`config.mk`:
```
export PLATFORM = sky130hd
export DESIGN_NAME = excl_resv_monitor
export DESIGN_NICKNAME = d
export VERILOG_FILES = /design/src/rtl/excl_mon_pkg.sv /design/src/rtl/excl_granule_tag.sv /design/src/rtl/excl_state_ctl.sv /design/src/rtl/excl_resv_monitor.sv
export SDC_FILE = /design/constraint.sdc
export NUM_CORES = 1
export LEC_CHECK = 0
export ABC_AREA = 1
export BUFFER_PORTS_ARGS = -buffer_cell sky130_fd_sc_hd__buf_2
export CAP_MARGIN = 20
export CORE_MARGIN = 5
export CORE_UTILIZATION = 35
export CTS_CLUSTER_SIZE = 10
export DETAILED_ROUTE_END_ITERATION = 10
export GPL_TIMING_DRIVEN = 0
export PLACE_DENSITY = 0.74
export SLEW_MARGIN = 20
export SYNTH_ARGS = -nofsm -noshare
export SYNTH_HDL_FRONTEND = slang
export SYNTH_SLANG_ARGS = --single-unit
```
`constraint.sdc`:
```
create_clock -name clk -period 0.9 [get_ports clk]
set_input_delay 0.045 -clock clk [delete_from_list [all_inputs] [get_ports clk]]
set_output_delay 0.045 -clock clk [all_outputs]
set_load 0.01 [all_outputs]
```
`src/rtl/excl_mon_pkg.sv`:
```
package excl_mon_pkg;
   typedef enum logic {
      RESV_OPEN  = 1'b0,
      RESV_ARMED = 1'b1
   } resv_state_t;
endpackage

```
`src/rtl/excl_granule_tag.sv`:
```
module excl_granule_tag #(
   parameter int ADDR_W    = 32,
   parameter int GRAN_LOG2 = 3
) (
   input  logic              clk,
   input  logic              rst_n,
   input  logic              load,
   input  logic [ADDR_W-1:0] load_addr,
   input  logic [ADDR_W-1:0] probe_a,
   input  logic [ADDR_W-1:0] probe_b,
   output logic [ADDR_W-1:0] tag,
   output logic              hit_a,
   output logic              hit_b
);
   localparam logic [ADDR_W-1:0] LOW_MASK = (ADDR_W'(1) << GRAN_LOG2) - ADDR_W'(1);
   localparam logic [ADDR_W-1:0] KEEP     = ~LOW_MASK;

   logic [ADDR_W-1:0] tag_q;

   always_ff @(posedge clk) begin
      if (!rst_n)     tag_q <= '0;
      else if (load)  tag_q <= load_addr & KEEP;
   end

   assign tag   = tag_q;
   assign hit_a = ((probe_a & KEEP) == tag_q);
   assign hit_b = ((probe_b & KEEP) == tag_q);

   // the stored tag never carries bits below the granule
   a_r10_tag_aligned: assert property (@(posedge clk) disable iff (!rst_n)
      (tag_q & LOW_MASK) == '0);
   // the tag only moves on a load
   a_r5_tag_held: assert property (@(posedge clk) disable iff (!rst_n)
      !load |=> $stable(tag_q));
endmodule

```
`src/rtl/excl_state_ctl.sv`:
```
module excl_state_ctl
   import excl_mon_pkg::*;
(
   input  logic clk,
   input  logic rst_n,
   input  logic arm,
   input  logic disarm,
   output logic armed
);
   resv_state_t st_q, st_d;

   always_comb begin
      st_d = st_q;
      if (arm)         st_d = RESV_ARMED;
      else if (disarm) st_d = RESV_OPEN;
   end

   always_ff @(posedge clk) begin
      if (!rst_n) st_q <= RESV_OPEN;
      else        st_q <= st_d;
   end

   assign armed = (st_q == RESV_ARMED);

   a_r2_arm_takes: assert property (@(posedge clk) disable iff (!rst_n)
      arm |=> armed);
   a_r4_disarm_takes: assert property (@(posedge clk) disable iff (!rst_n)
      (disarm && !arm) |=> !armed);
endmodule

```
`src/rtl/excl_resv_monitor.sv`:
```
module excl_resv_monitor #(
   parameter int ADDR_W          = 32,
   parameter int GRAN_LOG2       = 3,
   parameter bit PLAIN_ST_CLEARS = 1'b0
) (
   input  logic              clk,
   input  logic              rst_n,
   input  logic              lx_valid,
   input  logic [ADDR_W-1:0] lx_addr,
   input  logic              sx_valid,
   input  logic [ADDR_W-1:0] sx_addr,
   input  logic              st_valid,
   input  logic [ADDR_W-1:0] st_addr,
   input  logic              clr_excl,
   input  logic              exc_edge,
   output logic              sx_fail,
   output logic              resv_armed,
   output logic [ADDR_W-1:0] resv_tag
);
   if (ADDR_W < 2) begin : g_bad_width
      $error("ADDR_W must be at least 2");
   end
   if (GRAN_LOG2 < 0 || GRAN_LOG2 >= ADDR_W) begin : g_bad_gran
      $error("GRAN_LOG2 must lie in 0..ADDR_W-1");
   end

   logic drop_all, arm, disarm, sx_hit, st_hit, st_drop, armed_q;

   assign drop_all = clr_excl | exc_edge;
   assign arm      = lx_valid & ~drop_all;

   excl_granule_tag #(.ADDR_W(ADDR_W), .GRAN_LOG2(GRAN_LOG2)) u_tag (
      .clk(clk), .rst_n(rst_n),
      .load(arm), .load_addr(lx_addr),
      .probe_a(sx_addr), .probe_b(st_addr),
      .tag(resv_tag), .hit_a(sx_hit), .hit_b(st_hit)
   );

   if (PLAIN_ST_CLEARS) begin : g_st_drops
      assign st_drop = st_valid & st_hit;
   end else begin : g_st_ignored
      assign st_drop = 1'b0;
      // ordinary stores alone leave the state untouched
      a_r8_plain_store_inert: assert property (@(posedge clk) disable iff (!rst_n)
         (st_valid && !lx_valid && !sx_valid && !drop_all) |=> $stable(resv_armed));
   end

   assign disarm = drop_all | sx_valid | st_drop;

   excl_state_ctl u_fsm (
      .clk(clk), .rst_n(rst_n),
      .arm(arm), .disarm(disarm), .armed(armed_q)
   );

   assign resv_armed = armed_q;
   assign sx_fail    = sx_valid & (drop_all | ~armed_q | ~sx_hit);

   a_r3_open_fails: assert property (@(posedge clk) disable iff (!rst_n)
      (sx_valid && !resv_armed) |-> sx_fail);
   a_r3_idle_quiet: assert property (@(posedge clk) disable iff (!rst_n)
      !sx_valid |-> !sx_fail);
   a_r9_clear_wins: assert property (@(posedge clk) disable iff (!rst_n)
      (sx_valid && drop_all) |-> sx_fail);
   a_r6_clear_opens: assert property (@(posedge clk) disable iff (!rst_n)
      drop_all |=> !resv_armed);
   a_r4_store_opens: assert property (@(posedge clk) disable iff (!rst_n)
      (sx_valid && !lx_valid) |=> !resv_armed);
endmodule

```
# Word level (Yosys, flattened, before mapping)

Cells that the tools add are included.

Register bits: 30
Bits of input ports: 103
Output and inout bits: 34
Logic and storage cells: 15

Eq/ne operators: 1
Muxes and demuxes: 2
Bitwise gates (word level): 9
Reductions and logical operators: 1

Operators with widths:

| operator           | number |
|---|---|
| 29-bit == test     | 1 |
| 1-bit OR           | 4 |
| 1-bit inverter     | 3 |
| 1-bit bitwise AND  | 2 |
| 1-bit two-way mux  | 2 |
| 2-bit nonzero test | 1 |

# Logic depth before layout (Yosys ltp)

Word-level depth: 4
Gate-level depth with buffers: 9
Depth with buffers taken out: 9

# Cells and area by module

From an unflattened synthesis, not the netlist that was laid out.

Cell total of the unflattened synthesis: 412
Area total of the unflattened synthesis: 2180.8 µm²

Modules (own cells, without submodules):

| module            | instances | cells an instance | area an instance (µm²) | seq. area each (µm²) |
|---|---|---|---|---|
| excl_granule_tag  | 1         | 399               | 2105.8                 | 580.6 |
| excl_state_ctl    | 1         | 6                 | 43.8                   | 20.0 |
| excl_resv_monitor | 1         | 7                 | 31.3                   | 0.0 |

# Worst setup path before layout

No wires, ideal clock.

Kind: register -> output
Start point: reg u_tag.tag_q[27], in the netlist u_tag.tag[27]
End point: out sx_fail
Arrival: 0.950 ns
Data required time: 0.855 ns
Path slack: -0.095 ns
Cell stages (with the launch flop): 10
Buffers on the path: 0
Cells stage by stage: dfxtp_1 > inv_1 > nand2_1 > nand2_1 > nor2_1 > nand2_1 > nor2_1 > nand2_1 > nor2_1 > nor2_1

Cells in the longest elaborated chain, start to end: 4

Ends and longest elaborated chain:

| item                     | line                    | text |
|---|---|---|
| start: declaration       | excl_granule_tag.sv:18  | `logic [ADDR_W-1:0] tag_q;` |
| start signal: assignment | excl_granule_tag.sv:22  | `else if (load) tag_q <= load_addr & KEEP;` |
| 29-bit == test           | excl_granule_tag.sv:26  | `assign hit_a = ((probe_a & KEEP) == tag_q);` |
| 1-bit inverter           | excl_resv_monitor.sv:56 | `assign sx_fail = sx_valid & (drop_all \| ~armed_q \| ~sx_hit);` |
| 1-bit OR                 | excl_resv_monitor.sv:56 |  |
| 1-bit bitwise AND        | excl_resv_monitor.sv:56 |  |
| end: declaration         | excl_resv_monitor.sv:16 | `output logic sx_fail,` |

No other way between the ends.

# Worst setup path after layout

Start point: reg u_tag.tag_q[14], in the netlist u_tag.tag[14]
End point: out sx_fail

The elaborated chain is that of the path after synthesis.

==> results.md <==
- Status: finished, violations left
- Failing checks: setup timing
- Placed standard-cell area: around 0.0022 mm^2
- Row Count: 24
- Yosys warning total: 0
- Final Skew: 0 ns
- Mapped cell area: approximately 0.0016 mm^2
- CP Cell Sequence: inv_2 > nand2_1 > nand2_1 > nor2_1 > nand2_1 > nor2_1 > nand2_1 > nor2_1 > nor2_1 > buf_2
- Clock-pin slew on the worst setup and hold paths: 0.06 ns
- Hold Fails Final Rpt: 0
- Routed wire per std cell: 10.43 um
- Die width: ~80 um
- Initial antenna violation count: 0
- Ant. Diodes: 0
- Drt initial violations: 64
- Max cap viols: 0
- Final WS setup: -0.5240 ns
- Num CTS Buffers: 5
- Core area: 0.004414 mm^2
- Kind of critical path: reg2out
- Via density per instance: 4.333
- CTS Buffer Depth: 2
- GRT Total Usage: between 10% and 20%
- CP delay by family, top: simple AND/OR/NAND/NOR gates
- Synthesis-stage register bit count: 30
- Global-route wire length before repair: approximately 7000 um
- RSZ-0062 raised after global routing: yes
- Hold WC Path Type: in2reg
- Slowest stage delay, CP: approximately 0.34 ns
- Slowest cell on crit path: dfxtp_2
- Port buffer count: a little over 90
- Setup TNS: -0.5240 ns
- Setup WS pre-CTS: -0.2807 ns
- Leakage: between 0.001 and 0.0015 uW
- Detail Placement HPWL: 3654 um
- Period Utilization, post-route: 158.2%
- Worst Max-Slew Pin Slew: about 0.51 ns
- CTS tree: done
- Crit start category: flop
- Vias in the first global route: roughly 1700
- Slew margin rel.: 66.15%
- Drt first pass iters: 4
- Nets: about 480
- Drt total wl: approximately 4500 um
- Avg Cell Area, Syn: a little under 6 um^2
- Yosys cell types: 15
- Die height: about 80 um
- # IOs: around 140
- CP arrival: between 1 and 1.5 ns
- Fillers: between 400 and 500
- Fmax achieved: between 700 and 800 MHz
- Peak VDD IR: 775.1 uV
- Buf+Inv Stages, Crit Path: 2
- Storage cell area: around 630 um^2
- Fin area: 0.002293 mm^2
- Vias post-DR: between 1500 and 2000
- Post-CTS setup buffers: 0
- Post-layout min period: 1.424 ns
- Util after Layout: between 50% and 60%
- Multi-input gate area: between 700 and 800 um^2
- Syn Inst Count: approximately 280
- CP Max Fanout: 3
- Worst Setup End Kind: output port
- Post-route antenna net violation count: 0
- P&R area growth vs syn: 41.54%
- Sequential area share after synthesis: between 30% and 40%
- Count of clock tree sinks: 30
- # DRC: 0
- Final count of negative-setup-slack endpoints: 1
- Clock Tree Root: clkbuf_8
- H-tree Lvls: 2
- Layout cells sized above 1: slightly above 40%
- Total Power: approximately 3100 uW
- Initial Util: 36.71%
- P per Cell Area: between 1000 and 1500 mW/mm^2
- Fin. max-slew vios: 0
- DIE AREA: 0.006090 mm^2
- Worst Path Required: roughly 0.85 ns
- Largest net degree at the start of global routing: 11
- GPL Wtd Cong: around 0.72
- Clk Latency, worst-skew pair: about 0.27 ns
- Grt total ovfl: 0
## logic make-up (layout without fill, tap and decap cells)
kind of cell / after synthesis / after routing / synth area share (%)
other cells: 1 / 3 / 0.2314
simple gates: 131 / 131 / 30.66
flops: 30 / 30 / 37.07
compound gates: 51 / 51 / 15.91
xor+xnor: 2 / 2 / 1.081
buf+inv: 61 / 163 / 15.06
## registers in the layout, summed over array words and instances, names as in the netlist
signal,count
u_tag.tag,29
u_fsm.armed,1
## report_power, final
| part | internal (uW) | leakage, uW | total, uW | switching [uW] |
|---|---|---|---|---|
| sequential | 1410 | 0.000257 | 1470 | 57.1 |
| combinational | 296 | 0.00101 | 628 | 332 |
| clock | 530 | 0.0000383 | 979 | 449 |
## timing repair
item,in CTS,in global routing
gates resized for setup,2,2
pin swaps,2,1
setup endpoints to repair,1,1
hold buffers,2,0
endpoints found under the hold margin,2,0
## area by class of cell
type | count | area share [%]
buffer | 11 | 2.455
clock buffer | 7 | 3.328
inverter | 50 | 8.183
multi-input combinational | 187 | 34.37
sequential | 30 | 27.66
tap | 52 | 2.837
timing repair buffer | 95 | 21.17
## worst register-to-register path, stage by stage (launching register included)
cell and delay [ns]:
dfxtp_1 0.32, nand2_1 0.09, nor2_1 0.04, o21a_1 0.16
## cell usage in the layout (no fill, tap or decap)
| cell | n |
|---|---|
| clkbuf_8 | 5 |
| nor2_1 | 47 |
| nand2_2 | 1 |
| a21oi_1 | 21 |
| dfxtp_1 | 3 |
| dlygate4sd3_1 | 2 |
| dfxtp_2 | 27 |
| buf_2 | 96 |
| nand2_1 | 80 |
| conb_1 | 3 |
| inv_1 | 30 |
| clkbuf_1 | 7 |
| inv_2 | 20 |
| nor2_2 | 3 |
| o21a_1 | 1 |
| xnor2_1 | 2 |
| o21ai_1 | 29 |
| buf_4 | 3 |
## per-stage QoR
stage,instances,hold slack (ns)
after CTS,432,0.001326
after global placement,423,0.2795
after floorplan,278,0.1771
final,432,0.005461
after global routing,432,0.02920
after detailed placement,423,0.2872
## path summary, 6_finish.rpt
| check | to | slack, ns | cells after the start | start |
|---|---|---|---|---|
| max reg2reg | u_fsm.armed$_SDFFE_PN0P_ | 0.18 | 3 | u_fsm.armed$_SDFFE_PN0P_ |
| min reg2reg | u_tag.tag[13]$_SDFFE_PN0P_ | 0.46 | 2 | u_tag.tag[13]$_SDFFE_PN0P_ |
| max | sx_fail | -0.52 | 10 | u_tag.tag[14]$_SDFFE_PN0P_ |
| min | u_tag.tag[6]$_SDFFE_PN0P_ | 0.005 | 3 | lx_addr[6] |
## routing by layer
layer / GRT usage [%] / part of all wire [%] / up-vias
met5: 0 / 0 / -
met4: 4.561 / 1.3 / 0
met3: 5.034 / 9.8 / 8
met2: 24.67 / 46 / 64
met1: 16.13 / 42 / 773
li1: - / - / 1027
## synth_stat cells (all sizes together)
| cell | n | area share (%) |
|---|---|---|
| nor2 | 50 | 12 |
| buf | 6 | 2.3 |
| nand2 | 81 | 19 |
| o21ai | 29 | 9.0 |
| xnor2 | 2 | 1.1 |
| a21oi | 21 | 6.5 |
| inv | 50 | 12 |
| dfxtp | 30 | 37 |
| o21a | 1 | 0.46 |
| conb | 1 | 0.23 |
| clkbuf | 5 | 1.2 |
No activity file was read; power rests on OpenSTA's default activity.
